$ cat config.mk
export PLATFORM = sky130hd
export DESIGN_NAME = xcvr_reconf_ctrl
export DESIGN_NICKNAME = d
export VERILOG_FILES = /design/src/rtl/xrc_pkg.sv /design/src/rtl/xrc_intake.sv /design/src/rtl/xrc_prio_arb.sv /design/src/rtl/xrc_hs_fsm.sv /design/src/rtl/xcvr_reconf_ctrl.sv
export SDC_FILE = /design/constraint.sdc
export NUM_CORES = 1
export LEC_CHECK = 0
export ABC_AREA = 0
export BUFFER_PORTS_ARGS = -buffer_cell sky130_fd_sc_hd__buf_2
export CELL_PAD_IN_SITES_DETAIL_PLACEMENT = 1
export CELL_PAD_IN_SITES_GLOBAL_PLACEMENT = 2
export CORE_MARGIN = 5
export CORE_UTILIZATION = 37
export DETAILED_ROUTE_END_ITERATION = 6
export PLACE_DENSITY_LB_ADDON = 0.1
export SYNTH_ARGS = -nofsm -noshare
export SYNTH_HDL_FRONTEND = slang
export SYNTH_SLANG_ARGS = --single-unit
$ cat constraint.sdc
create_clock -name clk -period 3.3 [get_ports clk]
set_clock_uncertainty 0.2 [all_clocks]
set_input_delay 0.33 -clock clk [delete_from_list [all_inputs] [get_ports clk]]
set_output_delay 0.33 -clock clk [all_outputs]
set_load 0.02 [all_outputs]
$ cat src/rtl/xrc_pkg.sv
package xrc_pkg;

    localparam int PCS_W  = 6;
    localparam int MODE_W = 2;

    // bit positions inside the one-hot PCS mode vector
    localparam int PCS_AN  = 0;
    localparam int PCS_LT  = 1;
    localparam int PCS_KR  = 2;
    localparam int PCS_GE  = 3;
    localparam int PCS_RSV = 4;
    localparam int PCS_FEC = 5;

    localparam logic [MODE_W-1:0] DFE_OFF  = 2'b00;
    localparam logic [MODE_W-1:0] DFE_TRIG = 2'b01;
    localparam logic [MODE_W-1:0] CTLE_LT  = 2'b00;

    // request kinds; a lower index wins arbitration
    localparam int N_KIND   = 3;
    localparam int IDX_PCS  = 0;
    localparam int IDX_CTLE = 1;
    localparam int IDX_DFE  = 2;

    localparam logic [PCS_W-1:0] PCS_RESET_CODE = PCS_W'(1) << PCS_AN;

    typedef enum logic [1:0] {
        ST_IDLE  = 2'd0,
        ST_ISSUE = 2'd1,
        ST_HOLD  = 2'd2
    } hs_state_t;

endpackage

$ cat src/rtl/xrc_intake.sv
module xrc_intake
    import xrc_pkg::*;
#(
    parameter int CTLE_W = 4
) (
    input  logic                     clk,
    input  logic                     rst_n,
    input  logic                     autodet_en,
    input  logic                     sel_1g,
    input  logic                     pcs_req,
    input  logic                     pcs_use_speed,
    input  logic [PCS_W-1:0]         pcs_mode_in,
    input  logic                     ctle_req,
    input  logic [MODE_W-1:0]        ctle_mode_in,
    input  logic [CTLE_W-1:0]        ctle_val_in,
    input  logic                     dfe_req,
    input  logic [MODE_W-1:0]        dfe_mode_in,
    input  logic [N_KIND-1:0]        grant,
    output logic [N_KIND-1:0]        pend,
    output logic [PCS_W-1:0]         pcs_mode_q,
    output logic [MODE_W-1:0]        ctle_mode_q,
    output logic [CTLE_W-1:0]        ctle_val_q,
    output logic [MODE_W-1:0]        dfe_mode_q,
    output logic                     err_o
);

    logic [PCS_W-1:0]  pcs_resolved;
    logic [N_KIND-1:0] req_vec;
    logic [N_KIND-1:0] legal;
    logic [N_KIND-1:0] accept;
    logic [N_KIND-1:0] reject;

    // data-mode resolution from the static speed select
    always_comb begin
        if (pcs_use_speed && !autodet_en) begin
            pcs_resolved = sel_1g ? (PCS_W'(1) << PCS_GE) : (PCS_W'(1) << PCS_KR);
        end else begin
            pcs_resolved = pcs_mode_in;
        end
    end

    always_comb begin
        req_vec            = '0;
        req_vec[IDX_PCS]   = pcs_req;
        req_vec[IDX_CTLE]  = ctle_req;
        req_vec[IDX_DFE]   = dfe_req;
        legal              = '0;
        legal[IDX_PCS]     = $onehot(pcs_resolved) && !pcs_resolved[PCS_RSV];
        legal[IDX_CTLE]    = (ctle_mode_in == CTLE_LT);
        legal[IDX_DFE]     = (dfe_mode_in == DFE_OFF) || (dfe_mode_in == DFE_TRIG);
        accept             = req_vec & legal;
        reject             = req_vec & ~legal;
    end

    // pending slots: a grant empties a slot, a capture on the same edge refills it
    always_ff @(posedge clk or negedge rst_n) begin
        if (!rst_n) begin
            pend  <= '0;
            err_o <= 1'b0;
        end else begin
            pend  <= (pend & ~grant) | accept;
            err_o <= |reject;
        end
    end

    always_ff @(posedge clk or negedge rst_n) begin
        if (!rst_n) begin
            pcs_mode_q  <= PCS_RESET_CODE;
            ctle_mode_q <= CTLE_LT;
            ctle_val_q  <= '0;
            dfe_mode_q  <= DFE_OFF;
        end else begin
            if (accept[IDX_PCS]) begin
                pcs_mode_q <= pcs_resolved;
            end
            if (accept[IDX_CTLE]) begin
                ctle_mode_q <= ctle_mode_in;
                ctle_val_q  <= ctle_val_in;
            end
            if (accept[IDX_DFE]) begin
                dfe_mode_q <= dfe_mode_in;
            end
        end
    end


    pcs_slot_legal_chk: assert property (@(posedge clk) disable iff (!rst_n)
        pend[IDX_PCS] |-> ($onehot(pcs_mode_q) && !pcs_mode_q[PCS_RSV]));


    err_clears_chk: assert property (@(posedge clk) disable iff (!rst_n)
        (err_o && !pcs_req && !ctle_req && !dfe_req) |=> !err_o);

endmodule

$ cat src/rtl/xrc_prio_arb.sv
module xrc_prio_arb #(
    parameter int N = 3
) (
    input  logic         en,
    input  logic [N-1:0] req,
    output logic [N-1:0] grant
);

    // lowest index wins
    always_comb begin
        logic seen;
        seen  = 1'b0;
        grant = '0;
        for (int i = 0; i < N; i++) begin
            if (en && req[i] && !seen) begin
                grant[i] = 1'b1;
            end
            seen = seen | req[i];
        end
    end

endmodule

$ cat src/rtl/xrc_hs_fsm.sv
module xrc_hs_fsm
    import xrc_pkg::*;
#(
    parameter int CTLE_W = 4
) (
    input  logic                     clk,
    input  logic                     rst_n,
    input  logic                     busy,
    input  logic [N_KIND-1:0]        grant,
    input  logic [PCS_W-1:0]         pcs_mode_q,
    input  logic [MODE_W-1:0]        ctle_mode_q,
    input  logic [CTLE_W-1:0]        ctle_val_q,
    input  logic [MODE_W-1:0]        dfe_mode_q,
    output logic                     idle,
    output logic [N_KIND-1:0]        stb,
    output logic [PCS_W-1:0]         pcs_mode_o,
    output logic [MODE_W-1:0]        ctle_mode_o,
    output logic [CTLE_W-1:0]        ctle_val_o,
    output logic [MODE_W-1:0]        dfe_mode_o
);

    hs_state_t         state_q;
    hs_state_t         state_d;
    logic [N_KIND-1:0] kind_q;
    logic              take;

    assign idle = (state_q == ST_IDLE);
    assign take = idle && (|grant);

    always_comb begin
        state_d = state_q;
        unique case (state_q)
            ST_IDLE:  if (|grant) state_d = ST_ISSUE;
            ST_ISSUE: if (busy)   state_d = ST_HOLD;
            ST_HOLD:  if (!busy)  state_d = ST_IDLE;
            default:              state_d = ST_IDLE;
        endcase
    end

    // state register
    always_ff @(posedge clk or negedge rst_n) begin
        if (!rst_n) begin
            state_q <= ST_IDLE;
            kind_q  <= '0;
        end else begin
            state_q <= state_d;
            if (take) begin
                kind_q <= grant;
            end
        end
    end

    // outputs: fields load only on the grant edge of their own kind
    always_ff @(posedge clk or negedge rst_n) begin
        if (!rst_n) begin
            pcs_mode_o  <= PCS_RESET_CODE;
            ctle_mode_o <= CTLE_LT;
            ctle_val_o  <= '0;
            dfe_mode_o  <= DFE_OFF;
        end else if (take) begin
            if (grant[IDX_PCS]) begin
                pcs_mode_o <= pcs_mode_q;
            end
            if (grant[IDX_CTLE]) begin
                ctle_mode_o <= ctle_mode_q;
                ctle_val_o  <= ctle_val_q;
            end
            if (grant[IDX_DFE]) begin
                dfe_mode_o <= dfe_mode_q;
            end
        end
    end

    assign stb = (state_q == ST_ISSUE) ? kind_q : '0;


    stb_drop_chk: assert property (@(posedge clk) disable iff (!rst_n)
        ((|stb) && busy) |=> !(|stb));


    fields_frozen_chk: assert property (@(posedge clk) disable iff (!rst_n)
        (state_q != ST_IDLE) |=> ($stable(pcs_mode_o) && $stable(ctle_mode_o)
                                  && $stable(ctle_val_o) && $stable(dfe_mode_o)));


    single_out_chk: assert property (@(posedge clk) disable iff (!rst_n)
        $onehot0(stb));


    pcs_out_legal_chk: assert property (@(posedge clk) disable iff (!rst_n)
        $onehot(pcs_mode_o) && !pcs_mode_o[PCS_RSV]);


    dfe_out_legal_chk: assert property (@(posedge clk) disable iff (!rst_n)
        dfe_mode_o[1] == 1'b0);


    ctle_out_legal_chk: assert property (@(posedge clk) disable iff (!rst_n)
        ctle_mode_o == CTLE_LT);

endmodule

$ cat src/rtl/xcvr_reconf_ctrl.sv
module xcvr_reconf_ctrl
    import xrc_pkg::*;
#(
    parameter int CTLE_W = 4
) (
    input  logic               clk,
    input  logic               rst_n,
    input  logic               autodet_en,
    input  logic               sel_1g,
    input  logic               pcs_req,
    input  logic               pcs_use_speed,
    input  logic [5:0]         pcs_mode_in,
    input  logic               ctle_req,
    input  logic [1:0]         ctle_mode_in,
    input  logic [CTLE_W-1:0]  ctle_val_in,
    input  logic               dfe_req,
    input  logic [1:0]         dfe_mode_in,
    input  logic               eng_busy,
    output logic               pcs_start,
    output logic [5:0]         pcs_mode_o,
    output logic               ctle_start,
    output logic [1:0]         ctle_mode_o,
    output logic [CTLE_W-1:0]  ctle_val_o,
    output logic               dfe_start,
    output logic [1:0]         dfe_mode_o,
    output logic               req_err
);

    logic [N_KIND-1:0] pend;
    logic [N_KIND-1:0] grant;
    logic [N_KIND-1:0] stb;
    logic              idle;
    logic [PCS_W-1:0]  pcs_mode_q;
    logic [MODE_W-1:0] ctle_mode_q;
    logic [CTLE_W-1:0] ctle_val_q;
    logic [MODE_W-1:0] dfe_mode_q;

    xrc_intake #(.CTLE_W(CTLE_W)) u_intake (
        .clk           (clk),
        .rst_n         (rst_n),
        .autodet_en    (autodet_en),
        .sel_1g        (sel_1g),
        .pcs_req       (pcs_req),
        .pcs_use_speed (pcs_use_speed),
        .pcs_mode_in   (pcs_mode_in),
        .ctle_req      (ctle_req),
        .ctle_mode_in  (ctle_mode_in),
        .ctle_val_in   (ctle_val_in),
        .dfe_req       (dfe_req),
        .dfe_mode_in   (dfe_mode_in),
        .grant         (grant),
        .pend          (pend),
        .pcs_mode_q    (pcs_mode_q),
        .ctle_mode_q   (ctle_mode_q),
        .ctle_val_q    (ctle_val_q),
        .dfe_mode_q    (dfe_mode_q),
        .err_o         (req_err)
    );

    xrc_prio_arb #(.N(N_KIND)) u_arb (
        .en    (idle),
        .req   (pend),
        .grant (grant)
    );

    xrc_hs_fsm #(.CTLE_W(CTLE_W)) u_fsm (
        .clk         (clk),
        .rst_n       (rst_n),
        .busy        (eng_busy),
        .grant       (grant),
        .pcs_mode_q  (pcs_mode_q),
        .ctle_mode_q (ctle_mode_q),
        .ctle_val_q  (ctle_val_q),
        .dfe_mode_q  (dfe_mode_q),
        .idle        (idle),
        .stb         (stb),
        .pcs_mode_o  (pcs_mode_o),
        .ctle_mode_o (ctle_mode_o),
        .ctle_val_o  (ctle_val_o),
        .dfe_mode_o  (dfe_mode_o)
    );

    assign pcs_start  = stb[IDX_PCS];
    assign ctle_start = stb[IDX_CTLE];
    assign dfe_start  = stb[IDX_DFE];


    prio_dfe_last_chk: assert property (@(posedge clk) disable iff (!rst_n)
        $rose(dfe_start) |-> $past(!pend[IDX_PCS] && !pend[IDX_CTLE]));

endmodule

==> qor.csv, run 1 <==
metric;value;unit
netlist_area;1680;um2
clkSlewWorstSetupHoldPaths;0.07;ns
die_h;77.5;um
cp_max_fo;7;
diodes;0;
grt_pass1_vias;1304;
pre_cts_ws;0.0587;ns
via_count;1168;
power_density;813;nW/um2
ant_nets;0;
combPwrFrac;0.328;
worst_pin_slew;0.800;ns
min_path_type;in2reg;
worstSkewPairLatency;0.28;ns
yosysWarnings;0;
grt_pass1_wl;6090;um
dieArea;6000;um2
layout_setup_ws;0.356;ns
wl_per_cell;15.4;um
cp_slowest_cell;fa_1;
die_w;77.5;um
rr_startpoint;u_fsm.state_q[0]$_DFFE_PN0P_;
via_per_inst;5.12;
maxCapViolCount;0;
synthDominantCellAreaShare;0.520;
antenna_found_initial;0;
synth_common_cells;dfrtp_1 (35), mux2_2 (19), and2_1 (9);
setup_tns;0;ns
place_congestion;0.836;
ys.flop_type;dfrtp_1;
yosysTopAreaCell;dfrtp_1;
row_count;24;
cts_buffers;5;
p_clk_frac;0.237;
cellLeakagePower;1.01;nW
drive_gt1_frac;0.426;
drtIter0Drc;26;
synth_edf_count;0;
cts-root-buf;clkbuf_8;
intPower;0.00111;W
drc;0;
initial_utilization;0.384;
area_growth;22.2;%
globalRoute.totalOverflow;0;
switching_power;0.000562;W
worstRegToRegCells;3;
crit_path_frequent_cell;ha_1;
synth_area_leaders;dfrtp_1 (52%), mux2_2 (13%), and2_1 (3.3%);
crit_chain;buf_2 > nor2b_1 > o21ai_0 > ha_1 > fa_1 > ha_1 > or3b_4 > a211o_4 > a22o_1;
vdd_ir_drop_max;0.234;mV
hold_end;u_fsm.state_q[0]$_DFFE_PN0P_;
syn_inst;130;
relSlewSlack;0.466;
port_buffers;40;
async_reset_ff_frac;1.00;
critical_path.top_delay_family;adder cells;
clock-sinks;37;
cp_num_buf_inv;1;
ys_types;35;
globalRouteTotalUtil;0.128;
drv_slew;0;
first_pass_iters;4;
fin_crit;2.94;ns
p_sw_frac;0.336;
min-delay-start;eng_busy;
fin_nets;204;
cts_tree;built;
path_depth;9;
max_freq;340;MHz
max_stage_delay;0.48;ns
clockBufferDepth;2;
end_kind;register;
hold_viol;0;
rsz0062_at_grt;no;
r2r_slack;1.40;ns
r2r_end;u_fsm.pcs_mode_o[5]$_DFFE_PN0P_;
synth_most_common_cell;dfrtp_1;
place_area;1930;um2
hold_depth;2;
cp.required;3.27;ns
dp_hpwl;2700;um
grt_max_degree;38;
holdWs;0.0478;ns
ys_ff_latch;37;
crit_arrival;2.92;ns
yosysSeqAreaShare;0.551;
syn-num-nets;159;
outcome;complete, no violations;
post-route-period-util;0.892;
cp-start-kind;input pin;
p_seq_frac;0.434;
htree_levels;2;
setup_viol;0;
cts_resized;0;
ios;41;
finalWirelength;3500;um
coreArea;4380;um2
critPathKind;in2reg;
fin_area;2060;um2
syn_area_per_cell;13.0;um2
repair_timing:
action                    CTS  global route
hold endpoints to repair   35             0
hold buffers                1             0
setup buffers               0             0
area by class of cell:
type                    instances  area (um2)
inverters                       8        30.0
clock buffers                   7        86.3
repair buffers                 41         210
flip-flops and latches         37         928
well taps                      52        65.1
multi-input cells              82         708
clock inverters                 1        30.0
fillers                       485        2330
through the flow:
step	cells	utilization	total power, W
after floorplan	130	-	0.00111
after global placement	219	0.441	0.00126
after detailed placement	219	0.441	0.00129
after CTS	228	0.469	0.00170
after global routing	228	0.469	0.00178
final	228	0.469	0.00167
worst max path at each step:
stage,end,from
floorplan,u_intake.pcs_mode_q[3]$_DFFE_PN0P_,pcs_use_speed
global placement,u_intake.pcs_mode_q[5]$_DFFE_PN0P_,pcs_use_speed
detailed placement,u_intake.pcs_mode_q[3]$_DFFE_PN0P_,pcs_use_speed
CTS,u_intake.pcs_mode_q[3]$_DFFE_PN0P_,pcs_use_speed
global route,u_intake.pcs_mode_q[5]$_DFFE_PN0P_,pcs_use_speed
finish,u_intake.pcs_mode_q[3]$_DFFE_PN0P_,pcs_use_speed
power groups by stage:
stage / Clock, W / Sequential, W / Combinational (W)
final: 0.000397 / 0.000726 / 0.000550
after floorplan: 0 / 0.000759 / 0.000354
after global placement: 0 / 0.000726 / 0.000538
after detailed placement: 0 / 0.000735 / 0.000555
after global routing: 0.000435 / 0.000747 / 0.000599
after CTS: 0.000413 / 0.000729 / 0.000561
placed cells by master (no fill, tap or decap), types with 4 or more instances in the layout:
cell / Yosys / routed
clkbuf_8: 0 / 6
mux2_2: 19 / 19
nor2_1: 5 / 5
inv_1: 8 / 8
o21ai_0: 6 / 6
dfrtp_1: 35 / 35
ha_1: 4 / 4
buf_2: 2 / 40
and2_1: 9 / 9
nor2b_1: 6 / 6
a22o_1: 4 / 4
flip-flops by register name, indices dropped and copies added, names as in the netlist:
name and count:
u_fsm.pcs_mode_o 6, u_fsm.state_q 2, u_intake.pcs_mode_q 6, u_intake.ctle_mode_q 2, u_fsm.kind_q 3, u_fsm.ctle_val_o 4, u_intake.ctle_val_q 4, u_fsm.dfe_mode_o 2
u_intake.dfe_mode_q 2, u_fsm.ctle_mode_o 2, u_intake.pend 3, u_intake.err_o 1
routing by layer:
| metal | GRT usage | wire [um] | part of all wire |
|---|---|---|---|
| met1 | 0.145 | 1460 | 0.42 |
| met2 | 0.212 | 1750 | 0.50 |
| met3 | 0.0278 | 177 | 0.051 |
| met4 | 0.0945 | 114 | 0.033 |
| met5 | 0 | 0 | 0 |
logic make-up after synthesis:
| logic type | Yosys count | synth area share |
|---|---|---|
| flip-flops | 37 | 0.551 |
| AO/OA/AOI/OAI | 24 | 0.107 |
| AND/OR/NAND/NOR | 32 | 0.128 |
| buffers and inverters | 11 | 0.0282 |
| multiplexers | 19 | 0.127 |
| XOR/XNOR | 1 | 0.00520 |
| adder cells (fa/ha/maj) | 6 | 0.0535 |
Note: power is estimated with default switching activity, not from simulation.
==> run 2, diff against run 1 <==
Settings changed: CORE_MARGIN 5 to 2, CORE_UTILIZATION 37 to 34.
Clock period 3.3 ns to 3.1 ns, I/O delays scaled along.
==> qor.csv, run 2 (synthesis gave the netlist of run 1 again) <==
metric;value;unit;change
crit_arrival;2.83;ns;-0.09 ns
crit_chain;buf_2 > nand2b_1 > and2_1 > ha_1 > fa_1 > ha_1 > or3b_4 > a211o_4 > a22o_1;;
dieArea;5530;um2;-7.8%
grt_pass1_vias;1233;;-5.4%
ant_nets;0;;unchanged
via_per_inst;4.68;;-8.6%
combPwrFrac;0.348;;+0.020
worstRegToRegCells;3;;unchanged
globalRouteTotalUtil;0.145;;+0.0168
globalRoute.totalOverflow;0;;unchanged
antenna_found_initial;0;;unchanged
max_stage_delay;0.50;ns;+0.02 ns
grt_max_degree;38;;unchanged
p_clk_frac;0.191;;-0.046
area_growth;22.1;%;about the same
r2r_end;u_fsm.pcs_mode_o[3]$_DFFE_PN0P_;;
finalWirelength;3580;um;+2.2%
fin_crit;2.85;ns;
cts_tree;built;;
worstSkewPairLatency;0.29;ns;about the same
fill_cells;544;;+12%
critical_path.top_delay_family;adder cells;;
switching_power;0.000593;W;+5.5%
die_h;74.4;um;-4.0%
p_sw_frac;0.355;;+0.0186
place_congestion;0.769;;-8.0%
drc;0;;unchanged
layout_commonest_cell;buf_2;;
min_path_type;in2reg;;
cts-root-buf;clkbuf_8;;
fin_area;2060;um2;about the same
grt_pass1_wl;5960;um;-2.0%
cp.required;3.07;ns;-0.20 ns
critPathKind;in2reg;;
power_density;813;nW/um2;about the same
setup_tns;0;ns;unchanged
worstSetupStartpoint;autodet_en;;
max_freq;350;MHz;
final_util;0.433;;-0.0368
htree_levels;2;;unchanged
p_seq_frac;0.461;;+0.027
cp_num_buf_inv;1;;unchanged
end_kind;register;;
cp-start-kind;input pin;;
diodes;0;;unchanged
post-route-period-util;0.921;;
vdd_ir_drop_max;0.296;mV;+27%
r2r_slack;1.22;ns;-0.18 ns
first_pass_iters;2;;-2
place_area;1970;um2;+1.7%
via_count;1147;;-1.8%
port_buffers;40;;unchanged
drive_gt1_frac;0.427;;+0.000830
drv_slew;0;;unchanged
crit_path_frequent_cell;ha_1;;
cts_buffers;5;;unchanged
wl_per_cell;14.6;um;-4.9%
largestRegisters;u_fsm.pcs_mode_o: 6 flops, u_intake.pcs_mode_q: 6 flops;;
final_cell_mix;buf_2 (40), dfrtp_1 (35), mux2_2 (19);;
clockBufferDepth;2;;unchanged
maxCapViolCount;0;;unchanged
fin_nets;206;;+0.98%
relSlewSlack;0.462;;-0.00396
clock-sinks;37;;unchanged
hold_viol;0;;unchanged
row_count;25;;+4.2%
cp_max_fo;7;;unchanged
dp_hpwl;2720;um;+0.75%
ios;41;;unchanged
layout_setup_ws;0.246;ns;-0.110 ns
die_w;74.4;um;-4.0%
outcome;complete, no violations;;
holdWs;0.0278;ns;-0.0200 ns
rr_startpoint;u_fsm.state_q[1]$_DFFE_PN0P_;;
path_depth;9;;unchanged
drtIter0Drc;35;;+35%
initial_utilization;0.354;;-0.0299
cp_slowest_cell;fa_1;;
worst_pin_slew;0.806;ns;+0.00594 ns
cellLeakagePower;1.01;nW;-0.65%
intPower;0.00108;W;-2.8%
clkSlewWorstSetupHoldPaths;0.07;ns;about the same
crit_path_end;u_intake.pcs_mode_q[5]$_DFFE_PN0P_;;
coreArea;4750;um2;+8.4%
pre_cts_ws;-0.0499;ns;-0.109 ns
setup_viol;0;;unchanged
rsz0062_at_grt;no;;
-- run 2: cell types whose count changed in the layout (fill, tap and decap cells not counted) --
cell       change
clkbuf_1       +1
buf_4          +2
clkinv_2       +1
bufinv_16      -1
clkbuf_8       -1
-- run 2: power by group through the flow --
stage	clock network [W]	logic (W)	registers [W]
floorplan	0	0.000377	0.000807
global placement	0	0.000575	0.000774
detailed placement	0	0.000592	0.000781
CTS	0.000332	0.000595	0.000774
global route	0.000355	0.000653	0.000799
finish	0.000319	0.000582	0.000772
-- run 2: worst min path at each step --
| stage | cells after the start | to | slack, ns | from |
|---|---|---|---|---|
| floorplan | 0 | u_fsm.ctle_mode_o[0]$_DFFE_PN0P_ | -0.19 | rst_n |
| global placement | 1 | u_fsm.dfe_mode_o[1]$_DFFE_PN0P_ | 0.23 | rst_n |
| detailed placement | 1 | u_fsm.dfe_mode_o[1]$_DFFE_PN0P_ | 0.25 | rst_n |
| CTS | 2 | u_fsm.state_q[0]$_DFFE_PN0P_ | 0.02 | eng_busy |
| global route | 2 | u_fsm.state_q[0]$_DFFE_PN0P_ | 0.03 | eng_busy |
| finish | 2 | u_fsm.state_q[0]$_DFFE_PN0P_ | 0.03 | eng_busy |
-- run 2: final cells by class --
cell class | count | area [um2] | area share
Sequential cell | 37 | 928 | 0.451
Multi-Input combinational cell | 82 | 708 | 0.344
Timing Repair Buffer | 43 | 225 | 0.109
Tap cell | 67 | 83.8 | 0.0408
Clock buffer | 7 | 76.3 | 0.0371
Inverter | 8 | 30.0 | 0.0146
Clock inverter | 1 | 5.00 | 0.00243
-- run 2: worst reg2reg max path: stages (launching register included) --
cell	delay (ns)
dfrtp_1	0.50
nor2_1	0.30
and2_1	0.38
mux2_2	0.38
-- run 2: layer usage --
| metal | vias to the layer above | share of wire | track usage |
|---|---|---|---|
| met3 | 7 | 0.040 | 0.0461 |
| li1 | 545 | - | - |
| met1 | 569 | 0.45 | 0.184 |
| met4 | 0 | 0.020 | 0.0635 |
| met5 | - | 0 | 0 |
| met2 | 26 | 0.49 | 0.229 |
-- run 2: stage by stage --
stage / power, W / cells
after floorplan: 0.00118 / 130
after global placement: 0.00135 / 236
after detailed placement: 0.00137 / 236
after CTS: 0.00170 / 245
after global routing: 0.00181 / 245
final: 0.00167 / 245
-- run 2: repair_timing --
| action | in CTS | in global routing |
|---|---|---|
| buffers inserted | 0 | 0 |
| hold buffers | 1 | 0 |
| gates resized for setup | 0 | 0 |
| endpoints found under the setup margin | 0 | 0 |
| endpoints found under the hold margin | 35 | 0 |
